## src/rtl/mbox_pkg.sv

```systemverilog
package mbox_pkg;
  typedef enum logic [1:0] {
    WIN_NONE = 2'd0,
    WIN_SET  = 2'd1,
    WIN_CLR  = 2'd2
  } win_e;
endpackage

```

## src/rtl/mbox_rst_sync.sv

```systemverilog
module mbox_rst_sync (
  input  logic clk,
  input  logic rst_ni,
  output logic rst_no
);
  logic [1:0] sync_q;

  always_ff @(posedge clk or negedge rst_ni) begin
    if (!rst_ni) sync_q <= 2'b00;
    else         sync_q <= {sync_q[0], 1'b1};
  end

  assign rst_no = sync_q[1];
endmodule

```

## src/rtl/mbox_decode.sv

```systemverilog
module mbox_decode
  import mbox_pkg::*;
#(
  parameter int ADDR_W   = 8,
  parameter int NUM_MBOX = 16,
  parameter int SET_BASE = 'h80,
  parameter int BE_W     = 4,
  localparam int IDX_W   = $clog2(NUM_MBOX),
  localparam int CLR_BASE = SET_BASE + NUM_MBOX * 4,
  localparam int WIN_END  = CLR_BASE + NUM_MBOX * 4
) (
  input  logic              req_valid,
  input  logic [ADDR_W-1:0] req_addr,
  input  logic [BE_W-1:0]   req_be,
  output win_e              win,
  output logic [IDX_W-1:0]  idx
);
  int  addr_i;
  logic acc_ok;

  always_comb begin
    addr_i = int'(req_addr);
    acc_ok = req_valid && (&req_be) && (req_addr[1:0] == 2'b00);
    win    = WIN_NONE;
    idx    = '0;
    if (acc_ok && addr_i >= SET_BASE && addr_i < CLR_BASE) begin
      win = WIN_SET;
      idx = IDX_W'((addr_i - SET_BASE) >> 2);
    end else if (acc_ok && addr_i >= CLR_BASE && addr_i < WIN_END) begin
      win = WIN_CLR;
      idx = IDX_W'((addr_i - CLR_BASE) >> 2);
    end
  end
endmodule

```

## src/rtl/mbox_cell.sv

```systemverilog
module mbox_cell #(
  parameter int DATA_W = 32
) (
  input  logic              clk,
  input  logic              rst_n,
  input  logic              set_en,
  input  logic              clr_en,
  input  logic [DATA_W-1:0] wdata,
  output logic [DATA_W-1:0] value,
  output logic              nonzero
);
  logic [DATA_W-1:0] val_q, val_d;
  logic              upd_en;

  always_comb begin
    upd_en = set_en | clr_en;
    val_d  = val_q;
    if (set_en)      val_d = val_q | wdata;
    else if (clr_en) val_d = val_q & ~wdata;
  end

  always_ff @(posedge clk or negedge rst_n) begin
    if (!rst_n)      val_q <= '0;
    else if (upd_en) val_q <= val_d;
  end

  assign value   = val_q;
  assign nonzero = |val_q;

  AST_SET_ADDS: assert property (@(posedge clk) disable iff (!rst_n)
    set_en |=> ((val_q & $past(wdata)) == $past(wdata)));
  AST_SET_KEEPS: assert property (@(posedge clk) disable iff (!rst_n)
    set_en |=> ((val_q & $past(val_q)) == $past(val_q)));
  AST_CLR_DROPS: assert property (@(posedge clk) disable iff (!rst_n)
    clr_en |=> ((val_q & $past(wdata)) == '0));
  AST_CLR_OTHERS: assert property (@(posedge clk) disable iff (!rst_n)
    clr_en |=> ((val_q & ~$past(wdata)) == ($past(val_q) & ~$past(wdata))));
  AST_IDLE_HOLD: assert property (@(posedge clk) disable iff (!rst_n)
    (!set_en && !clr_en) |=> $stable(val_q));
  AST_ONE_OP: assert property (@(posedge clk) disable iff (!rst_n)
    !(set_en && clr_en));
endmodule

```

## src/rtl/mbox_rsp.sv

```systemverilog
module mbox_rsp #(
  parameter int DATA_W   = 32,
  parameter int NUM_MBOX = 16,
  localparam int IDX_W   = $clog2(NUM_MBOX)
) (
  input  logic                       clk,
  input  logic                       rst_n,
  input  logic                       rd_req,
  input  logic                       rd_clr_hit,
  input  logic                       rd_set_hit,
  input  logic [IDX_W-1:0]           rd_idx,
  input  logic [NUM_MBOX*DATA_W-1:0] mbox_flat,
  output logic                       rsp_valid,
  output logic [DATA_W-1:0]          rsp_rdata
);
  logic              vld_q;
  logic [DATA_W-1:0] data_q, data_d;

  always_comb begin
    data_d = '0;
    if (rd_clr_hit) data_d = mbox_flat[rd_idx*DATA_W +: DATA_W];
  end

  always_ff @(posedge clk or negedge rst_n) begin
    if (!rst_n) begin
      vld_q  <= 1'b0;
      data_q <= '0;
    end else begin
      vld_q <= rd_req;
      if (rd_req) data_q <= data_d;
    end
  end

  assign rsp_valid = vld_q;
  assign rsp_rdata = data_q;

  AST_RSP_AFTER_REQ: assert property (@(posedge clk) disable iff (!rst_n)
    rd_req |=> rsp_valid);
  AST_RSP_NO_SPURIOUS: assert property (@(posedge clk) disable iff (!rst_n)
    !rd_req |=> !rsp_valid);
  AST_SETWIN_ZERO: assert property (@(posedge clk) disable iff (!rst_n)
    rd_set_hit |=> (rsp_rdata == '0));
endmodule

```

## src/rtl/mbox_regfile.sv

```systemverilog
module mbox_regfile
  import mbox_pkg::*;
#(
  parameter int NUM_CORES     = 4,
  parameter int MBOX_PER_CORE = 4,
  parameter int DATA_W        = 32,
  parameter int ADDR_W        = 8,
  parameter int SET_BASE      = 'h80,
  localparam int NUM_MBOX     = NUM_CORES * MBOX_PER_CORE,
  localparam int IDX_W        = $clog2(NUM_MBOX),
  localparam int BE_W         = DATA_W / 8
) (
  input  logic                clk,
  input  logic                rst_ni,
  input  logic                req_valid,
  input  logic                req_write,
  input  logic [ADDR_W-1:0]   req_addr,
  input  logic [BE_W-1:0]     req_be,
  input  logic [DATA_W-1:0]   req_wdata,
  output logic                rsp_valid,
  output logic [DATA_W-1:0]   rsp_rdata,
  output logic [NUM_MBOX-1:0] mbox_pending
);
  logic                       rst_n;
  win_e                       win;
  logic [IDX_W-1:0]           idx;
  logic [NUM_MBOX*DATA_W-1:0] mbox_flat;
  logic                       wr_set, wr_clr, rd_req;

  mbox_rst_sync u_rst (
    .clk    (clk),
    .rst_ni (rst_ni),
    .rst_no (rst_n)
  );

  mbox_decode #(
    .ADDR_W   (ADDR_W),
    .NUM_MBOX (NUM_MBOX),
    .SET_BASE (SET_BASE),
    .BE_W     (BE_W)
  ) u_dec (
    .req_valid (req_valid),
    .req_addr  (req_addr),
    .req_be    (req_be),
    .win       (win),
    .idx       (idx)
  );

  always_comb begin
    wr_set = req_write && (win == WIN_SET);
    wr_clr = req_write && (win == WIN_CLR);
    rd_req = req_valid && !req_write;
  end

  for (genvar g = 0; g < NUM_MBOX; g++) begin : g_cell
    logic set_g, clr_g;
    assign set_g = wr_set && (idx == IDX_W'(g));
    assign clr_g = wr_clr && (idx == IDX_W'(g));
    mbox_cell #(.DATA_W(DATA_W)) u_cell (
      .clk     (clk),
      .rst_n   (rst_n),
      .set_en  (set_g),
      .clr_en  (clr_g),
      .wdata   (req_wdata),
      .value   (mbox_flat[g*DATA_W +: DATA_W]),
      .nonzero (mbox_pending[g])
    );
  end

  mbox_rsp #(
    .DATA_W   (DATA_W),
    .NUM_MBOX (NUM_MBOX)
  ) u_rsp (
    .clk        (clk),
    .rst_n      (rst_n),
    .rd_req     (rd_req),
    .rd_clr_hit (rd_req && (win == WIN_CLR)),
    .rd_set_hit (rd_req && (win == WIN_SET)),
    .rd_idx     (idx),
    .mbox_flat  (mbox_flat),
    .rsp_valid  (rsp_valid),
    .rsp_rdata  (rsp_rdata)
  );

  AST_FLAG_FALLS_ON_CLR: assert property (@(posedge clk) disable iff (!rst_n)
    !wr_clr |=> ((mbox_pending & $past(mbox_pending)) == $past(mbox_pending)));
  AST_FLAG_RISES_ON_SET: assert property (@(posedge clk) disable iff (!rst_n)
    !wr_set |=> ((mbox_pending & ~$past(mbox_pending)) == '0));
  AST_FLAG_SINGLE: assert property (@(posedge clk) disable iff (!rst_n)
    1'b1 |=> $onehot0(mbox_pending ^ $past(mbox_pending)));
endmodule

```

## config.mk

```make
export PLATFORM = sky130hd
export DESIGN_NAME = mbox_regfile
export DESIGN_NICKNAME = d
export VERILOG_FILES = /design/src/rtl/mbox_pkg.sv /design/src/rtl/mbox_rst_sync.sv /design/src/rtl/mbox_decode.sv /design/src/rtl/mbox_cell.sv /design/src/rtl/mbox_rsp.sv /design/src/rtl/mbox_regfile.sv
export SDC_FILE = /design/constraint.sdc
export NUM_CORES = 1
export LEC_CHECK = 0
export BUFFER_PORTS_ARGS = -buffer_cell sky130_fd_sc_hd__buf_2
export CAP_MARGIN = 30
export CORE_MARGIN = 2
export CORE_UTILIZATION = 55
export DETAILED_ROUTE_END_ITERATION = 12
export PLACE_DENSITY = 0.72
export SLEW_MARGIN = 20
export SYNTH_ARGS = -nofsm -noshare
export SYNTH_HDL_FRONTEND = slang
export SYNTH_SLANG_ARGS = --single-unit
```

## constraint.sdc

```tcl
create_clock -name clk -period 32.4 [get_ports clk]
set_input_delay 1.62 -clock clk [delete_from_list [all_inputs] [get_ports clk]]
set_output_delay 1.62 -clock clk [all_outputs]
set_load 0.05 [all_outputs]
```

==> flow_summary_export.csv <==
group,metric,value,unit
floorplanning,dieWidth,226.0,um
sta,skew,25.32,ps
layout,final_common_cell,"dfrtp_1",
placement,dp_hpwl,56.23,mm
sta,max_freq,227.0,MHz
job,cap_violations,0,
layout,mostFrequentLayoutCells,"dfrtp_1, a21oi_1, a31oi_1",
worst_setup_path,critPathArrivalTime,2780,ps
detailed_routing,drc,0,
status,status,"completed",
floorplanning,die_h,226.0,um
placement,globalplace.congestion,0.9685,
placement,place_ws,27510,ps
pwr,p_leak,13.25,nW
logic_synthesis,mappedNetlistArea,27100,um^2
logic_synthesis,synth-seq-area-share,50.52,%
clock_network,cts.path.max_buffers,3,
sta,finalSetupTns,0,ps
global_route,antenna_found_initial,4,
global_route,gr-total-overflow,0,
logic_synthesis,syn_avg_cell_area,10.61,um^2
worst_setup_path,worst_setup_path_start_kind,"flip-flop",
layout,fin_nets,2481,
floorplanning,fp-row-count,81,
sta,maxSlewViolCount,0,
detailed_routing,wl_per_cell,27.32,um
worst_setup_path,rr_startpoint,"u_rst.sync_q[1]$_DFF_PN0_",
clock_network,cts_max_level,2,
sta,finalCriticalPeriod,4405,ps
clock_network,hold_buffers,0,
worst_setup_path,crit_fanout,3,
clock_network,clk_pin_slew,60,ps
sta,relSlewSlack,34.35,%
clock_network,cts_setup_buffers,0,
logic_synthesis,synth_seq_cells,547,
sta,hold_violations,0,
global_route,grt_start_max_net_pins,182,
global_route,grt_usage,34.02,%
detailed_routing,antenna_left,0,
sta,setup_viol,0,
sta,max_slew.worst_pin.slew,960.0,ps
detailed_routing,viasPerCell,7.113,
clock_network,cts_resized,0,
global_route,grt_pass1_wl,132.1,mm
placement,dp.cells,3036,
worst_setup_path,cp.required,30780,ps
floorplanning,dieArea,51060,um^2
floorplanning,initial_utilization,55.58,%
logic_synthesis,synth_cell_types,58,
detailed_routing,first_pass_iters,5,
logic_synthesis,synth_ff_type,"dfrtp_1",
worst_hold_path,hp-class,"reg -> async",
detailed_routing,wl,86.01,mm
logic_synthesis,yosys_warnings,0,
clock_network,cts_tree,"built",
floorplanning,ios,97,
clock_network,cts-root-buf,"clkbuf_16",
pwr,pwr_density_cell,49.27,nW/um^2
logic_synthesis,async_flop_share,100.0,%
clock_network,clock-sinks,547,
clock_network,numCtsBuffers,57,
sta,post-route-period-util,13.60,%
layout,layoutNonFillerInstCount,3148,
pwr,peakVddDrop,0.03731,mV
logic_synthesis,synth_nets,2602,
detailed_routing,first_iter_violations,3818,
layout,layout-drive-gt1-share,17.86,%
worst_setup_path,critPathKind,"reg -> out",
global_route,grt_pass1_vias,20800,
layout,area_growth,8.386,%
sta,rsz0062_at_grt,"false",
layout,fin_util,60.24,%
logic_synthesis,synthCells,2554,
detailed_routing,routed-via-count,22390,
logic_synthesis,synth_edf_count,0,
worst_setup_path,setup.worst_path.end_class,"primary output",
sta,setup_slack,28000,ps
placement,numPortBuffers,96,
floorplanning,core_area,48750,um^2
clock_network,clk_latency,640,ps
[final cells by class]
class | count | area, um^2
Fill cell | 3889 | 19380
Sequential cell | 547 | 13690
Multi-Input combinational cell | 1676 | 11920
Clock buffer | 87 | 1722
Timing Repair Buffer | 137 | 959.7
Tap cell | 664 | 830.8
Clock inverter | 19 | 178.9
Inverter | 14 | 52.55
Antenna cell | 4 | 10.01
[path summary, 6_finish.rpt]
kind	to	slack [ps]	depth (start not counted)
worst max-delay path	mbox_pending[15]	28000	4
worst min-delay path	asynchronous set/reset pin	180	0
worst max register to register	asynchronous set/reset pin	30330	3
worst min register to register	asynchronous set/reset pin	180	0
max in group asynchronous	asynchronous set/reset pin	30330	3
min in group clk	u_rst.sync_q[1]$_DFF_PN0_	350	0
[worst max-delay path, stage by stage, from the launching register on]
cell and delay, ps:
dfrtp_1 410, nor4_1 580, nand4_1 500, or2_2 450, buf_2 220
[layer usage]
layer | part of all wire (%) | vias to the layer above | wire (um) | track usage (%)
li1 | - | 9488 | - | -
met1 | 40 | 11110 | 34600 | 50.08
met2 | 44 | 1549 | 37420 | 49.07
met3 | 12 | 243 | 10200 | 7.871
met4 | 4.4 | 4 | 3764 | 12.88
met5 | 0.030 | - | 26 | 0
[where the power goes]
group | total, mW | switching [mW] | internal (mW)
clock | 0.669 | 0.280 | 0.388
sequential | 0.689 | 0.00297 | 0.686
combinational | 0.0893 | 0.0687 | 0.0206
total | 1.45 | 0.352 | 1.10
[logic make-up after synthesis]
kind of cell           synth area share, %
other                              0.01384
AOI/OAI and AO/OA                    19.34
buffers and inverters                5.703
DFF                                  50.52
and+or+nand+nor                      9.752
muxes                                14.67
[cell usage after synthesis (2+ instances only)]
| cell type | instances | area, um^2 |
|---|---|---|
| o32ai_1 | 2 | 17.52 |
| inv_1 | 14 | 52.55 |
| o2bb2ai_1 | 9 | 78.83 |
| o211ai_1 | 18 | 135.1 |
| mux2_1 | 61 | 686.9 |
| o41ai_1 | 13 | 113.9 |
| nand3_4 | 2 | 35.03 |
| buf_2 | 89 | 445.4 |
| o22a_1 | 2 | 17.52 |
| a2bb2oi_1 | 22 | 192.7 |
| or3_1 | 4 | 25.02 |
| a31oi_1 | 341 | 2133 |
| a21oi_1 | 352 | 1762 |
| buf_4 | 41 | 307.8 |
| nand4_1 | 32 | 200.2 |
| nor3_1 | 18 | 90.09 |
| buf_6 | 5 | 56.30 |
| mux4_2 | 65 | 1464 |
| nor2_1 | 48 | 180.2 |
| mux2i_1 | 71 | 710.7 |
| a2111oi_0 | 6 | 52.55 |
| a22o_1 | 17 | 148.9 |
| a211oi_1 | 10 | 75.07 |
| nor4_1 | 128 | 800.8 |
| nor3b_1 | 2 | 15.01 |
| nand2_1 | 216 | 810.8 |
| nand2b_1 | 4 | 25.02 |
| o21ai_0 | 25 | 125.1 |
| nor2_4 | 3 | 33.78 |
| o22ai_1 | 29 | 181.4 |
| nor3_4 | 4 | 65.06 |
| clkbuf_1 | 182 | 683.2 |
| nand3_1 | 5 | 25.02 |
| mux2_2 | 99 | 1115 |
| o221ai_1 | 16 | 140.1 |
| dfrtp_1 | 547 | 13690 |
| nand3b_1 | 5 | 37.54 |
| nor2_2 | 10 | 62.56 |
| or2_2 | 17 | 106.4 |
| nor2b_1 | 2 | 12.51 |
[through the flow]
| stage | total power, mW | cell area (um^2) | hold slack [ps] |
|---|---|---|---|
| 4_1_cts | 1.448 | 29310 | 348.5 |
| 3_3_place_gp | 0.7845 | 27250 | 332.2 |
| 3_5_place_dp | 0.7877 | 27410 | 334.7 |
| 5_1_grt | 1.485 | 29360 | 203.0 |
| 6_report | 1.447 | 29370 | 182.0 |
| 2_1_floorplan | 0.7608 | 27100 | 331.2 |
Note: power is estimated with default switching activity, not from simulation.
